===== src/rtl/vfmt_pkg.sv =====
package vfmt_pkg;

  typedef enum logic [1:0] {
    RG_EAV   = 2'd0,
    RG_BLANK = 2'd1,
    RG_SAV   = 2'd2,
    RG_ACT   = 2'd3
  } region_t;

  localparam logic [7:0] FILL_EVEN = 8'h80;
  localparam logic [7:0] FILL_ODD  = 8'h10;

  function automatic logic [7:0] xy_code(input logic f, input logic v, input logic h);
    return {1'b1, f, v, h, v ^ h, f ^ h, f ^ v, f ^ v ^ h};
  endfunction

  function automatic logic [7:0] clamp_smp(input logic [7:0] s);
    if (s == 8'h00) return 8'h01;
    if (s == 8'hFF) return 8'hFE;
    return s;
  endfunction

endpackage


===== src/rtl/vfmt_line_timer.sv =====
module vfmt_line_timer
  import vfmt_pkg::*;
#(
  parameter int LINE_BYTES = 1716,
  parameter int ACT_BYTES  = 1440
) (
  input  logic       clk,
  input  logic       rst_n,
  output region_t    region,
  output logic [1:0] code_idx,
  output logic [1:0] act_phase,
  output logic       par,
  output logic       line_start,
  output logic       sav_start
);
  localparam int CW = $clog2(LINE_BYTES);
  localparam logic [CW-1:0] LAST   = CW'(LINE_BYTES - 1);
  localparam logic [CW-1:0] SAV_AT = CW'(LINE_BYTES - ACT_BYTES - 4);
  localparam logic [CW-1:0] ACT_AT = CW'(LINE_BYTES - ACT_BYTES);

  logic [CW-1:0] cnt;

  always_ff @(posedge clk or negedge rst_n) begin
    if (!rst_n)           cnt <= '0;
    else if (cnt == LAST) cnt <= '0;
    else                  cnt <= cnt + 1'b1;
  end

  always_comb begin
    if (cnt < CW'(4))     region = RG_EAV;
    else if (cnt < SAV_AT) region = RG_BLANK;
    else if (cnt < ACT_AT) region = RG_SAV;
    else                   region = RG_ACT;
  end

  assign code_idx   = (region == RG_SAV) ? (cnt[1:0] - SAV_AT[1:0]) : cnt[1:0];
  assign act_phase  = cnt[1:0] - ACT_AT[1:0];
  assign par        = cnt[0];
  assign line_start = (cnt == '0);
  assign sav_start  = (cnt == SAV_AT);

  a_r4_wrap: assert property (@(posedge clk) disable iff (!rst_n)
    (cnt == LAST) |=> (cnt == '0));
  a_r4_step: assert property (@(posedge clk) disable iff (!rst_n)
    (cnt != LAST) |=> (cnt == $past(cnt) + 1'b1));

endmodule


===== src/rtl/vfmt_ctl_latch.sv =====
module vfmt_ctl_latch (
  input  logic clk,
  input  logic rst_n,
  input  logic line_start,
  input  logic sav_start,
  input  logic field_i,
  input  logic vblank_i,
  input  logic vwin_i,
  input  logic vsel_i,
  input  logic raw_i,
  input  logic suppress_i,
  output logic eff_f,
  output logic eff_v,
  output logic eff_supp,
  output logic raw_q
);
  logic f_q, v_q, supp_q;
  logic v_src;

  assign v_src = vsel_i ? vwin_i : vblank_i;

  always_ff @(posedge clk or negedge rst_n) begin
    if (!rst_n) begin
      f_q    <= 1'b0;
      v_q    <= 1'b0;
      supp_q <= 1'b0;
    end else if (line_start) begin
      f_q    <= field_i;
      v_q    <= v_src;
      supp_q <= suppress_i;
    end
  end

  always_ff @(posedge clk or negedge rst_n) begin
    if (!rst_n)         raw_q <= 1'b0;
    else if (sav_start) raw_q <= raw_i;
  end

  assign eff_f    = line_start ? field_i    : f_q;
  assign eff_v    = line_start ? v_src      : v_q;
  assign eff_supp = line_start ? suppress_i : supp_q;

  a_r7_fv_hold: assert property (@(posedge clk) disable iff (!rst_n)
    !line_start |=> ($stable(f_q) && $stable(v_q) && $stable(supp_q)));
  a_r10_raw_hold: assert property (@(posedge clk) disable iff (!rst_n)
    !sav_start |=> $stable(raw_q));

endmodule


===== src/rtl/vfmt_byte_mux.sv =====
module vfmt_byte_mux
  import vfmt_pkg::*;
(
  input  region_t    region,
  input  logic [1:0] code_idx,
  input  logic [1:0] act_phase,
  input  logic       par,
  input  logic       f,
  input  logic       v,
  input  logic       supp,
  input  logic       raw,
  input  logic       valid,
  input  logic [7:0] cb,
  input  logic [7:0] y,
  input  logic [7:0] cr,
  input  logic [7:0] cvbs,
  output logic [7:0] byte_o
);
  logic [7:0] filler;
  logic [7:0] code_byte;
  logic [7:0] act_byte;
  logic       luma_pos;

  assign filler   = par ? FILL_ODD : FILL_EVEN;
  assign luma_pos = act_phase[0];

  always_comb begin
    unique case (code_idx)
      2'd0:    code_byte = 8'hFF;
      2'd3:    code_byte = xy_code(f, v, region == RG_EAV);
      default: code_byte = 8'h00;
    endcase
  end

  always_comb begin
    if (!valid)        act_byte = luma_pos ? FILL_ODD : FILL_EVEN;
    else if (luma_pos) act_byte = clamp_smp(raw ? cvbs : y);
    else               act_byte = clamp_smp(act_phase[1] ? cr : cb);
  end

  always_comb begin
    unique case (region)
      RG_EAV, RG_SAV: byte_o = supp ? filler : code_byte;
      RG_BLANK:       byte_o = filler;
      default:        byte_o = act_byte;
    endcase
  end

endmodule


===== src/rtl/vfmt_top.sv =====
module vfmt_top
  import vfmt_pkg::*;
#(
  parameter int LINE_BYTES = 1716,
  parameter int ACT_PIX    = 720
) (
  input  logic       clk,
  input  logic       rst_n,
  input  logic       field_i,
  input  logic       vblank_i,
  input  logic       vwin_i,
  input  logic       vsel_i,
  input  logic       raw_i,
  input  logic       suppress_i,
  input  logic       s_valid,
  output logic       s_ready,
  input  logic [7:0] s_cb,
  input  logic [7:0] s_y,
  input  logic [7:0] s_cr,
  input  logic [7:0] s_cvbs,
  output logic [7:0] vid_o
);
  localparam int ACT_BYTES = 2 * ACT_PIX;

  region_t    region, prev_region;
  logic [1:0] code_idx, act_phase;
  logic       par, line_start, sav_start;
  logic       eff_f, eff_v, eff_supp, raw_q;
  logic [7:0] nxt_byte;

  vfmt_line_timer #(.LINE_BYTES(LINE_BYTES), .ACT_BYTES(ACT_BYTES)) u_tmr (
    .clk(clk), .rst_n(rst_n), .region(region), .code_idx(code_idx),
    .act_phase(act_phase), .par(par), .line_start(line_start), .sav_start(sav_start)
  );

  vfmt_ctl_latch u_ctl (
    .clk(clk), .rst_n(rst_n), .line_start(line_start), .sav_start(sav_start),
    .field_i(field_i), .vblank_i(vblank_i), .vwin_i(vwin_i), .vsel_i(vsel_i),
    .raw_i(raw_i), .suppress_i(suppress_i),
    .eff_f(eff_f), .eff_v(eff_v), .eff_supp(eff_supp), .raw_q(raw_q)
  );

  vfmt_byte_mux u_mux (
    .region(region), .code_idx(code_idx), .act_phase(act_phase), .par(par),
    .f(eff_f), .v(eff_v), .supp(eff_supp), .raw(raw_q), .valid(s_valid),
    .cb(s_cb), .y(s_y), .cr(s_cr), .cvbs(s_cvbs), .byte_o(nxt_byte)
  );

  assign s_ready = (region == RG_ACT);

  always_ff @(posedge clk or negedge rst_n) begin
    if (!rst_n) begin
      vid_o       <= FILL_ODD;
      prev_region <= RG_EAV;
    end else begin
      vid_o       <= nxt_byte;
      prev_region <= region;
    end
  end

  a_r11_no_sync_in_active: assert property (@(posedge clk) disable iff (!rst_n)
    (prev_region == RG_ACT) |-> (vid_o != 8'h00 && vid_o != 8'hFF));
  a_r4_blank_fill: assert property (@(posedge clk) disable iff (!rst_n)
    (prev_region == RG_BLANK) |-> (vid_o == FILL_EVEN || vid_o == FILL_ODD));
  a_r5_sav_after_blank: assert property (@(posedge clk) disable iff (!rst_n)
    (prev_region == RG_BLANK && region == RG_SAV) |=> (region == RG_SAV));

endmodule


===== config.mk =====
export PLATFORM = sky130hd
export DESIGN_NAME = vfmt_top
export DESIGN_NICKNAME = d
export VERILOG_FILES = /design/src/rtl/vfmt_pkg.sv /design/src/rtl/vfmt_line_timer.sv /design/src/rtl/vfmt_ctl_latch.sv /design/src/rtl/vfmt_byte_mux.sv /design/src/rtl/vfmt_top.sv
export SDC_FILE = /design/constraint.sdc
export NUM_CORES = 1
export LEC_CHECK = 0
export ABC_CLOCK_PERIOD_IN_PS = 2200
export BUFFER_PORTS_ARGS = -buffer_cell sky130_fd_sc_hd__buf_2
export CORE_MARGIN = 5
export CORE_UTILIZATION = 51
export CTS_CLUSTER_SIZE = 8
export DETAILED_ROUTE_END_ITERATION = 8
export PLACE_DENSITY = 0.78
export SLEW_MARGIN = 20
export SYNTH_ARGS = -nofsm -noshare
export SYNTH_HDL_FRONTEND = slang
export SYNTH_SLANG_ARGS = --single-unit

===== constraint.sdc =====
create_clock -name clk -period 2.2 [get_ports clk]
set_input_delay 0.44 -clock clk [delete_from_list [all_inputs] [get_ports clk]]
set_output_delay 0.44 -clock clk [all_outputs]
set_load 0.05 [all_outputs]

==> metrics.cfg <==
[run_status]
outcome = completed

[critical_path]
cpPeakStageDelay_ps = 520
crit_chain = nor3_2, and3_1, o21ai_2, buf_2
criticalPathCategory = reg -> out
cp-start-kind = flop
reg2regPathDepth = 7
cp_max_fo = 7
crit_path_end_kind = output pin
arrival_ps = 1670
slowest_stage = dfrtp_1
required_ps = 1760

[global_route]
grt_overflow = 0
grt_pass1_wl_microns = 5870
grt_max_degree = 24
grt_use_met2_pct = 29.0
use_met3_pct = 4.22
grtUsageTotal_pct = 16.9
grt_pass1_vias = 1397
top_usage_layer = met2
antenna_found_initial = 0
met1_usage_pct = 21.2

[power]
p_leak_nw = 0.848
powerDensity_nw_per_um2 = 373
peakVddDrop_v = 0.000308

[cells_and_area]
area_growth_pct = 19.6
multi_input_area_sq_um = 997
drive_gt1_share_pct = 35.8
fillerInstances = 270
ff_latch_area_sq_um = 578
stdcell_count = 273
num_antenna_cells = 0
nets = 273

[cts]
root_buffer = clkbuf_4
cts_made_buffers = 3
cts_hold_buffers = 0
clkLatencyLatePin_ps = 300
clock_sinks = 23
cts.reportedPaths.clkPinSlew_ps = 120
h-tree-depth = 1
cts_tree = built
clockBufferDepth = 2

[synthesis]
yosysUniqueCellTypes = 51
synth_cells = 178
synthFlopType = dfrtp_1
synth-async-reset-ratio_pct = 100
synth_area_per_cell_sq_um = 9.24
ys_warn_count = 0
synth_edf_count = 0
synth-xor-area-share_pct = 5.86
synthAdderAreaFrac_pct = 1.52
synth_fp_nets = 221
synth_top_family_by_area = simple AND/OR/NAND/NOR gates
yosysMostFrequentCell = dfrtp_1
synth_top_area_share_pct = 33.5
seq_area_frac_synth_pct = 35.1
synth-simple-area-share_pct = 23.7
synth_compound_area_share_pct = 15.1
yosys-top-cells-area = dfrtp_1, mux2_2, mux2i_1
synth.area.mux_share_pct = 14.5
ys_seq_elements = 23
yosys.area.top_type = dfrtp_1
synthTopCellsByCount = dfrtp_1, a21oi_1, nand2_1
netlist_area_sq_um = 1640

[placed_design]
gp_congestion = 0.892
dp_hpwl_microns = 2960
dp_cells = 268
port_buffers = 49

[routing]
post-route-drc-count = 0
drt_iter0_drc = 95
final_antenna_net_count = 0
wl_microns = 3670
viasPerCell = 5.52
firstDrtPassIters = 4
via_count = 1506
wl_per_cell_microns = 13.5

[timing]
tns_ps = 0
tightest_slew_ps = 510
report.final.slew_viol_count = 0
post-route-min-period_ps = 2110
fin_crit_sh_pct = 95.8
max_freq_mhz = 475
finalSetupViolCount = 0
max_slew_margin_pct = 66.0
grt_setup_unrepaired = no
hold_viol = 0
finClkSkew_ps = 2.11

[min_path]
hp-class = in -> async

[job]
drv_cap = 0

[floorplanning]
die_w_microns = 66.8
rows = 20
core_sq_um = 3080
die-area_sq_um = 4460
die_h_microns = 66.8
ios = 50
floorplan.initialDensity_pct = 53.4

==> path summary, 6_finish.rpt <==
check,startpoint,to,slack (ps)
hold reg to reg,u_ctl.supp_q$_DFF_PN0_,u_ctl.supp_q$_DFF_PN0_,560
setup / recovery,u_tmr.cnt[6]$_DFF_PN0_,s_ready,90
hold / removal,rst_n,vid_o[6]$_DFF_PN0_,80
min in group clk,raw_i,u_ctl.raw_q$_DFFE_PN0P_,360
max in group asynchronous,rst_n,u_tmr.cnt[5]$_DFF_PN0_,1760
setup reg to reg,u_tmr.cnt[4]$_DFF_PN0_,vid_o[7]$_DFF_PN0_,230
==> cells in the final DEF (no fill, tap or decap), types with 3 or more instances in the layout <==
cell and instances:
dfrtp_1 21, a21oi_1 17, inv_1 4, o221ai_1 3, buf_4 6, and3_1 4
nand2_1 16, clkbuf_4 3, o22ai_1 6, mux2i_1 9, xnor2_1 9, mux2_2 10
nor4_1 4, nand4_1 6, nor2_1 13, o21ai_0 3, nor2b_1 4, nand3_1 5
buf_2 49
==> kinds of logic after synthesis <==
logic type,count (synthesis)
AOI/OAI and AO/OA,39
xor gates and xnor gates,11
adders and majority gates,2
buffers and inverters,13
DFF,23
muxes,21
and+or+nand+nor,69
==> power breakdown <==
| group | internal (mW) | switching [mW] |
|---|---|---|
| logic | 0.0569 | 0.0533 |
| clock network | 0.0706 | 0.117 |
| registers | 0.427 | 0.00864 |
| total | 0.554 | 0.179 |
==> per-layer routing <==
layer,wire (microns),share of wire [%],vias to the layer above
met4,27,0.73,0
met1,1590,43,695
met2,1800,49,46
met3,258,7.0,6
li1,-,-,759
met5,0,0,-
==> layout make-up <==
cell class,count,area share [%]
multi-input cells,142,50.7
flip-flops and latches,23,29.4
well taps,44,2.80
repair buffers,55,14.8
clock buffers,4,1.34
inverters,5,0.955
==> critical path, delay by kind of cell, from the launching register on <==
family / cells / cell delay [ps]
simple gates: 2 / 300
buf+inv: 1 / 310
flops: 1 / 520
compound gates: 1 / 230
==> sequential cells by signal, indices dropped and copies added, names as in the netlist <==
signal,cells
u_ctl.supp_q,1
u_ctl.v_q,1
u_ctl.f_q,1
u_ctl.raw_q,1
vid_o,8
u_tmr.cnt,11
==> what timing repair did <==
item,in CTS,in global routing
setup buffers,0,1
gates resized for setup,0,1
setup endpoints to repair,0,1
==> per-stage QoR <==
step	setup WS, ps	hold slack (ps)	total power [mW]	area, sq um	utilization (%)
final	93.0	83.4	0.733	1970	63.9
after global routing	4.06	95.6	0.784	1970	63.9
after global placement	277	433	0.553	1930	62.7
after detailed placement	253	437	0.554	1930	62.7
after CTS	61.6	94.3	0.743	1960	63.6
after floorplan	144	144	0.491	1640	-
Note: power is estimated with default switching activity, not from simulation.
